`config.mk`:
```
export PLATFORM = sky130hd
export DESIGN_NAME = rate_blinker
export DESIGN_NICKNAME = d
export VERILOG_FILES = /design/src/rtl/blink_pkg.sv /design/src/rtl/rate_tick_gen.sv /design/src/rtl/btn_debounce.sv /design/src/rtl/rate_index.sv /design/src/rtl/rate_blinker.sv
export SDC_FILE = /design/constraint.sdc
export NUM_CORES = 1
export LEC_CHECK = 0
export ABC_AREA = 1
export CAP_MARGIN = 10
export CORE_UTILIZATION = 57
export DETAILED_ROUTE_END_ITERATION = 6
export GPL_ROUTABILITY_DRIVEN = 0
export HOLD_SLACK_MARGIN = 0.1
export PLACE_DENSITY = 0.79
export SYNTH_ARGS = -nofsm -noshare
export SYNTH_HDL_FRONTEND = slang
export SYNTH_SLANG_ARGS = --single-unit
```
`constraint.sdc`:
```
create_clock -name clk -period 1.4 [get_ports clk]
set_input_delay 0.28 -clock clk [delete_from_list [all_inputs] [get_ports clk]]
set_output_delay 0.28 -clock clk [all_outputs]
set_load 0.03 [all_outputs]
```
`src/rtl/blink_pkg.sv`:
```
package blink_pkg;

    localparam int unsigned NUM_RATES = 4;
    localparam int unsigned IDX_W     = $clog2(NUM_RATES);

    typedef enum logic [1:0] {
        DB_LOW,
        DB_RISING,
        DB_HIGH,
        DB_FALLING
    } db_state_t;

    // Toggle rate in hertz for each selector slot
    function automatic int unsigned rate_hz(input int unsigned idx);
        case (idx)
            0:       return 1;
            1:       return 2;
            2:       return 5;
            default: return 10;
        endcase
    endfunction

endpackage

```
`src/rtl/rate_tick_gen.sv`:
```
module rate_tick_gen #(
    parameter int unsigned PERIOD = 10
) (
    input  logic clk,
    input  logic rst,
    output logic tick_o
);
    localparam int unsigned CW = (PERIOD > 2) ? $clog2(PERIOD) : 1;
    localparam logic [CW-1:0] TERM = CW'(PERIOD - 1);

    logic [CW-1:0] cnt_q;

    always_ff @(posedge clk) begin
        if (rst) begin
            cnt_q <= '0;
        end else if (cnt_q == TERM) begin
            cnt_q <= '0;
        end else begin
            cnt_q <= cnt_q + 1'b1;
        end
    end

    assign tick_o = (cnt_q == TERM);

endmodule

```
`src/rtl/btn_debounce.sv`:
```
module btn_debounce
    import blink_pkg::*;
#(
    parameter int unsigned STABLE_CYCLES = 4
) (
    input  logic clk,
    input  logic rst,
    input  logic btn_raw,
    output logic press_o,
    output logic level_o
);
    localparam int unsigned CW = (STABLE_CYCLES > 2) ? $clog2(STABLE_CYCLES) : 1;
    localparam logic [CW-1:0] LAST = CW'(STABLE_CYCLES - 1);

    logic      sync1_q, sync2_q;
    db_state_t state_q, state_d;
    logic [CW-1:0] cnt_q, cnt_d;

    always_ff @(posedge clk) begin
        if (rst) begin
            sync1_q <= 1'b0;
            sync2_q <= 1'b0;
        end else begin
            sync1_q <= btn_raw;
            sync2_q <= sync1_q;
        end
    end

    // State register
    always_ff @(posedge clk) begin
        if (rst) begin
            state_q <= DB_LOW;
            cnt_q   <= '0;
        end else begin
            state_q <= state_d;
            cnt_q   <= cnt_d;
        end
    end

    // Next state
    always_comb begin
        state_d = state_q;
        cnt_d   = cnt_q + 1'b1;
        unique case (state_q)
            DB_LOW: begin
                cnt_d = '0;
                if (sync2_q) state_d = DB_RISING;
            end
            DB_RISING: begin
                if (!sync2_q) begin
                    state_d = DB_LOW;
                    cnt_d   = '0;
                end else if (cnt_q == LAST) begin
                    state_d = DB_HIGH;
                    cnt_d   = '0;
                end
            end
            DB_HIGH: begin
                cnt_d = '0;
                if (!sync2_q) state_d = DB_FALLING;
            end
            DB_FALLING: begin
                if (sync2_q) begin
                    state_d = DB_HIGH;
                    cnt_d   = '0;
                end else if (cnt_q == LAST) begin
                    state_d = DB_LOW;
                    cnt_d   = '0;
                end
            end
        endcase
    end

    // Outputs
    always_comb begin
        press_o = 1'b0;
        level_o = 1'b0;
        unique case (state_q)
            DB_LOW:     level_o = 1'b0;
            DB_RISING:  press_o = sync2_q && (cnt_q == LAST);
            DB_HIGH:    level_o = 1'b1;
            DB_FALLING: level_o = 1'b1;
        endcase
    end

endmodule

```
`src/rtl/rate_index.sv`:
```
module rate_index
    import blink_pkg::*;
(
    input  logic             clk,
    input  logic             rst,
    input  logic             step_i,
    output logic [IDX_W-1:0] idx_o
);
    always_ff @(posedge clk or posedge rst) begin
        if (rst) begin
            idx_o <= '0;
        end else if (step_i) begin
            idx_o <= idx_o + 1'b1;
        end
    end

endmodule

```
`src/rtl/rate_blinker.sv`:
```
module rate_blinker
    import blink_pkg::*;
#(
    parameter int unsigned CLK_HZ          = 100_000_000,
    parameter int unsigned DEBOUNCE_CYCLES = CLK_HZ / 100
) (
    input  logic clk,
    input  logic rst,
    input  logic btn_raw,
    output logic led_o
);
    logic [NUM_RATES-1:0] tick_vec;
    logic [IDX_W-1:0]     sel_idx;
    logic                 press_evt;
    logic                 btn_level;
    logic                 sel_tick;

    for (genvar g = 0; g < NUM_RATES; g++) begin : g_rate
        rate_tick_gen #(
            .PERIOD(CLK_HZ / rate_hz(g))
        ) u_tick (
            .clk   (clk),
            .rst   (rst),
            .tick_o(tick_vec[g])
        );
    end

    btn_debounce #(
        .STABLE_CYCLES(DEBOUNCE_CYCLES)
    ) u_debounce (
        .clk    (clk),
        .rst    (rst),
        .btn_raw(btn_raw),
        .press_o(press_evt),
        .level_o(btn_level)
    );

    rate_index u_index (
        .clk   (clk),
        .rst   (rst),
        .step_i(press_evt),
        .idx_o (sel_idx)
    );

    assign sel_tick = tick_vec[sel_idx];

    always_ff @(posedge clk) begin
        if (rst) begin
            led_o <= 1'b0;
        end else if (sel_tick) begin
            led_o <= ~led_o;
        end
    end

endmodule

```
==> impl_metrics.csv, run 1 <==
group,metric,value,unit
synth,syn_area_per_cell,7.09,sq um
clock_tree,htreeDepth,4,
placement,place.detailed.hpwl,10.2,mm
clock_tree,cts_root_buf,"clkbuf_8",
floorplanning,num_rows,38,
synth,synth_edf_count,0,
floorplanning,ios,4,
timing,endpoint_type,"register data pin",
synth,syn_area,6320,sq um
placement,port-buffer-count,3,
floorplanning,die_w,107,microns
run_status,failing_step,"5_1_grt",
floorplanning,die_y,107,microns
placement,placed_area,7830,sq um
synth,synth_xor_xnor_area_share,0.0554,
timing,crit_endpoint,"led_o$_SDFFE_PP0P_/D",
synth,synthMuxAreaShare,0,
synth,synth_adder_area_share,0.00990,
synth,ys_types,42,
clock_tree,cts_buffers,17,
synth,synth-compound-area-share,0.0629,
synth,async_flop_share,0.0155,
synth,synth_ff_type,"dfxtp_1",
synth,synth_top_family_by_area,"simple AND/OR/NAND/NOR gates",
synth,yosys.area_share.simple,0.380,
global_route,grt_max_degree,17,
clock_tree,clock_sinks,129,
run_status,status,"stopped before the end",
synth,ys_seq_area_frac,0.410,
synth,synth_fp_nets,899,
synth,ys_warn_count,0,
synth,ys_seq_elements,129,
clock_tree,clockBufferDepth,2,
run_status,tool.error,"[ERROR DPL-0038] Utilization greater than 100%, impossible to legalize",
synth,synthCells,891,
floorplanning,start_util,0.583,
==> cells in the mapped netlist, types with 2 or more instances <==
cell type | count | share of area
ha_1 | 5 | 0.0099
nor3b_1 | 6 | 0.0071
or2_0 | 5 | 0.0049
xor2_1 | 29 | 0.040
nor3_2 | 4 | 0.0063
nor3_1 | 37 | 0.029
nor3b_2 | 5 | 0.0099
o21ai_0 | 8 | 0.0063
a21oi_1 | 48 | 0.038
nand2_2 | 3 | 0.0030
dfrtp_1 | 2 | 0.0079
xnor2_1 | 11 | 0.015
nand2_1 | 169 | 0.10
buf_4 | 3 | 0.0036
o21a_1 | 6 | 0.0071
a31oi_1 | 4 | 0.0040
nor2_4 | 5 | 0.0089
nor4_1 | 6 | 0.0059
inv_2 | 10 | 0.0059
nand4_1 | 31 | 0.031
or2_2 | 11 | 0.011
nand2_4 | 2 | 0.0036
nor2_1 | 159 | 0.094
buf_2 | 8 | 0.0063
o21ai_1 | 3 | 0.0024
and3_1 | 3 | 0.0030
inv_1 | 108 | 0.064
nand3_1 | 45 | 0.036
nor2_2 | 16 | 0.016
dfxtp_1 | 127 | 0.40
==> timing repair <==
action	CTS
gates cloned	7
buffers inserted	37
setup endpoints to repair	122
pin swaps	57
hold buffers	0
gates resized for setup	152
hold endpoints to repair	0
==> cells by family after synthesis <==
group | after synthesis
fa+ha+maj | 5
xor+xnor | 40
compound gates | 73
simple gates | 513
flops | 129
buf+inv | 131
==> per-stage QoR <==
stage	utilization	cells	worst slack (ns)
after floorplan	-	891	-0.0988
after global placement	0.723	1178	-0.216
after detailed placement	0.723	1178	-0.317
after CTS	0.874	1252	-0.163
==> inputs of run 2 (changes only) <==
--- a/config.mk
+++ b/config.mk
@@ -7,11 +7,10 @@
 export LEC_CHECK = 0
 export ABC_AREA = 1
 export CAP_MARGIN = 10
-export CORE_UTILIZATION = 57
+export CORE_UTILIZATION = 40
 export DETAILED_ROUTE_END_ITERATION = 6
 export GPL_ROUTABILITY_DRIVEN = 0
-export HOLD_SLACK_MARGIN = 0.1
-export PLACE_DENSITY = 0.79
+export PLACE_DENSITY_LB_ADDON = 0.15
 export SYNTH_ARGS = -nofsm -noshare
 export SYNTH_HDL_FRONTEND = slang
 export SYNTH_SLANG_ARGS = --single-unit
==> constraint.sdc (replaced) <==
create_clock -name clk -period 1.8 [get_ports clk]
set_input_delay 0.36 -clock clk [delete_from_list [all_inputs] [get_ports clk]]
set_output_delay 0.36 -clock clk [all_outputs]
set_load 0.03 [all_outputs]
==> run 2 against run 1 <==
The run now ends clean. Synthesized cell count is the same. Area after synthesis did not move.
==> impl_metrics.csv, run 2 <==
group,metric,value,unit
setup_path,cp_slowest_cell,"dfxtp_1",
clock_tree,clock_sinks,129,
setup_path,crit_cells,9,
timing,holdWs,0.368,ns
pwr,power_density,903,nW/um^2
timing,timing.final.crit_period,1.64,ns
setup_path,cp_max_fo,5,
detailed_routing,drtIter0Drc,217,
synth,async_flop_share,0.0155,
synth,yosysMostFrequentCell,"nand2_1",
timing,tightest_slew,0.402,ns
global_route,antenna_found_initial,0,
floorplanning,start_util,0.413,
run_status,status,"finished, final reports clean",
clock_tree,ctsHoldBuffers,0,
timing,hold_viol,0,
setup_path,critPathKind,"reg2reg",
synth,synth_fp_nets,899,
synth,yosysTopAreaCell,"dfxtp_1",
setup_path,start_kind,"flip-flop",
layout,final_cell_mix,"nand2_1, nor2_1, dfxtp_1",
floorplanning,core-area,15300,sq um
timing,setup_viol_count_final,0,
detailed_routing,dr.pass1.iters,4,
pwr,clock_power_share,0.554,
timing,tns,0,ns
clock_tree,clockBufferDepth,2,
global_route,grt_pass1_wl,22.1,mm
layout,finalNetCount,944,
detailed_routing,ant_nets,0,
setup_path,reg2regPathDepth,9,
floorplanning,die_w,128,microns
timing,maxSlewHeadroom,0.733,
clock_tree,cts_buffers,17,
clock_tree,insertion_delay,0.42,ns
timing,max_freq,609,MHz
setup_path,cp.arrival,1.96,ns
synth,yosys-top-cells-count,"nand2_1, nor2_1, dfxtp_1",
layout,areaGrowthSynthToFinish,19.3,%
layout,final-instance-count-excl-fill,1160,
synth,synth_ff_type,"dfxtp_1",
detailed_routing,totalWireLength,12.4,mm
pwr,p_seq_frac,0.426,
floorplanning,ios,4,
clock_tree,path_clk_slew,0.06,ns
layout,fill_cells,1553,
synth,ys_seq_area_frac,0.410,
detailed_routing,drc,0,
pwr,p_sw_frac,0.203,
layout,reg_top3,"g_rate.u_tick.cnt_q (102), u_debounce.cnt_q (20), u_index.idx_o (2)",
placement,place.detailed.hpwl,9.12,mm
detailed_routing,via_per_inst,4.62,
pwr,ir_drop,0.000729,V
global_route,overflow,0,
layout,top_register,"g_rate.u_tick.cnt_q",
layout,largest_register_ffs,102,
setup_path,r2r_setup_slack,0.16,ns
floorplanning,die_area,16300,sq um
detailed_routing,vias,5363,
pwr,p_leak,0.00272,uW
synth,ys_warn_count,0,
pwr,switching_power,1380,uW
synth,synth_top_area_share,0.402,
timing,fin_skew,0.00633,ns
detailed_routing,routedWlPerCell,10.7,microns
setup_path,crit_chain,"ha_1 > nand2_2 > nor2_4 > nand2_4 > nor3_4 > nand2_4 > nor2_4 > nand3_1 > and3_1",
synth,synthCells,891,
setup_path,critPathTopFamily,"simple AND/OR/NAND/NOR gates",
job,max-cap-violations,0,
synth,synth_edf_count,0,
placement,port-buffer-count,3,
timing,drv_slew,0,
setup_path,end_kind,"flip-flop",
pwr,pwr-share-comb,0.021,
floorplanning,die_y,128,microns
floorplanning,num_rows,45,
clock_tree,htreeDepth,4,
synth,ys_types,42,
global_route,grt_max_degree,25,
synth,ys_seq_elements,129,
clock_tree,cts_root_buf,"clkbuf_16",
global_route,grt_usage,0.168,
setup_path,crit_required,2.11,ns
setup_path,max_stage_delay,0.34,ns
layout,antennaDiodeCount,0,
layout,layout_commonest_cell,"nand2_1",
min_path,hp-class,"in2async",
synth,syn_area,6320,sq um
global_route,grt_pass1_vias,4976,
synth,post_synth_main_area_contributors,"dfxtp_1, nand2_1, nor2_1, inv_1, xor2_1",
placement,dpl.cell_count,1127,
synth,syn_area_per_cell,7.09,sq um
setup_path,path_buf_inv,0,
clock_tree,cts_tree,"done",
pwr,power.internal,5430,uW
timing,min_period_over_period,0.913,
pwr,total_power,6810,uW
layout,drive_above_1_share,0.146,
==> run 2: cell type report <==
cell class / instances / area [sq um] / share of cell area
multi-input cells: 631 / 3260 / 0.433
flip-flops and latches: 129 / 2590 / 0.344
inverters: 120 / 453 / 0.0601
clock buffers: 18 / 439 / 0.0582
repair buffers: 37 / 317 / 0.0420
well taps: 211 / 264 / 0.0350
clock inverters: 14 / 213 / 0.0282
==> run 2: metrics by stage <==
stage,setup slack (ns),instance area [sq um],util
global route,-0.00460,7540,0.492
floorplan,0.249,6320,-
finish,0.157,7540,0.492
detailed placement,0.00314,6830,0.446
CTS,0.0584,7480,0.488
global placement,0.0579,6830,0.446
==> run 2: power groups by stage <==
| stage | clock [uW] | combinational [uW] | sequential, uW |
|---|---|---|---|
| floorplan | 0 | 80.8 | 2960 |
| global placement | 0 | 140 | 2960 |
| detailed placement | 0 | 141 | 2960 |
| CTS | 3870 | 141 | 2900 |
| global route | 4010 | 161 | 2900 |
| finish | 3770 | 142 | 2900 |
==> run 2: cell families (layout without fill, tap and decap cells) <==
group | Yosys count | after routing | share of synthesized area
adder cells (fa/ha/maj) | 5 | 5 | 0.00990
AO/OA/AOI/OAI | 73 | 73 | 0.0629
flip-flops | 129 | 129 | 0.410
XOR/XNOR | 40 | 40 | 0.0554
AND/OR/NAND/NOR | 513 | 513 | 0.380
buffers and inverters | 131 | 189 | 0.0816
==> run 2: routing by layer <==
metal,track usage,share of wire,wire (microns),vias to the layer above
met5,0,0,0,-
met4,0.0713,0.015,189,0
met3,0.0401,0.026,319,17
met2,0.264,0.44,5440,49
met1,0.220,0.52,6450,2352
li1,-,-,-,2945
==> run 2: worst reg2reg max path, stage by stage, from the launching register on <==
cell	delay [ns]
dfxtp_1	0.34
ha_1	0.19
nand2_2	0.08
nor2_4	0.15
nand2_4	0.09
nor3_4	0.20
nand2_4	0.11
nor2_4	0.12
nand3_1	0.08
and3_1	0.18
==> run 2: path summary, 6_finish.rpt <==
check	startpoint	endpoint
min in group clk	u_debounce.sync1_q$_SDFF_PP0_	u_debounce.sync2_q$_SDFF_PP0_
max in group asynchronous	rst	u_index.idx_o[0]$_DFFE_PP0P_
min reg2reg	u_debounce.sync1_q$_SDFF_PP0_	u_debounce.sync2_q$_SDFF_PP0_
min	rst	u_index.idx_o[1]$_DFFE_PP0P_
max reg2reg	g_rate[0].u_tick.cnt_q[1]$_SDFF_PP0_	g_rate[0].u_tick.cnt_q[24]$_SDFF_PP0_
max	g_rate[0].u_tick.cnt_q[1]$_SDFF_PP0_	g_rate[0].u_tick.cnt_q[24]$_SDFF_PP0_
==> run 2: timing repair <==
item                       4_1_cts  5_1_grt
buffers inserted                 0        1
setup endpoints to repair        1       55
resized for setup                1       16
pin swaps                        0        2
(Power assumes the default switching activity.)
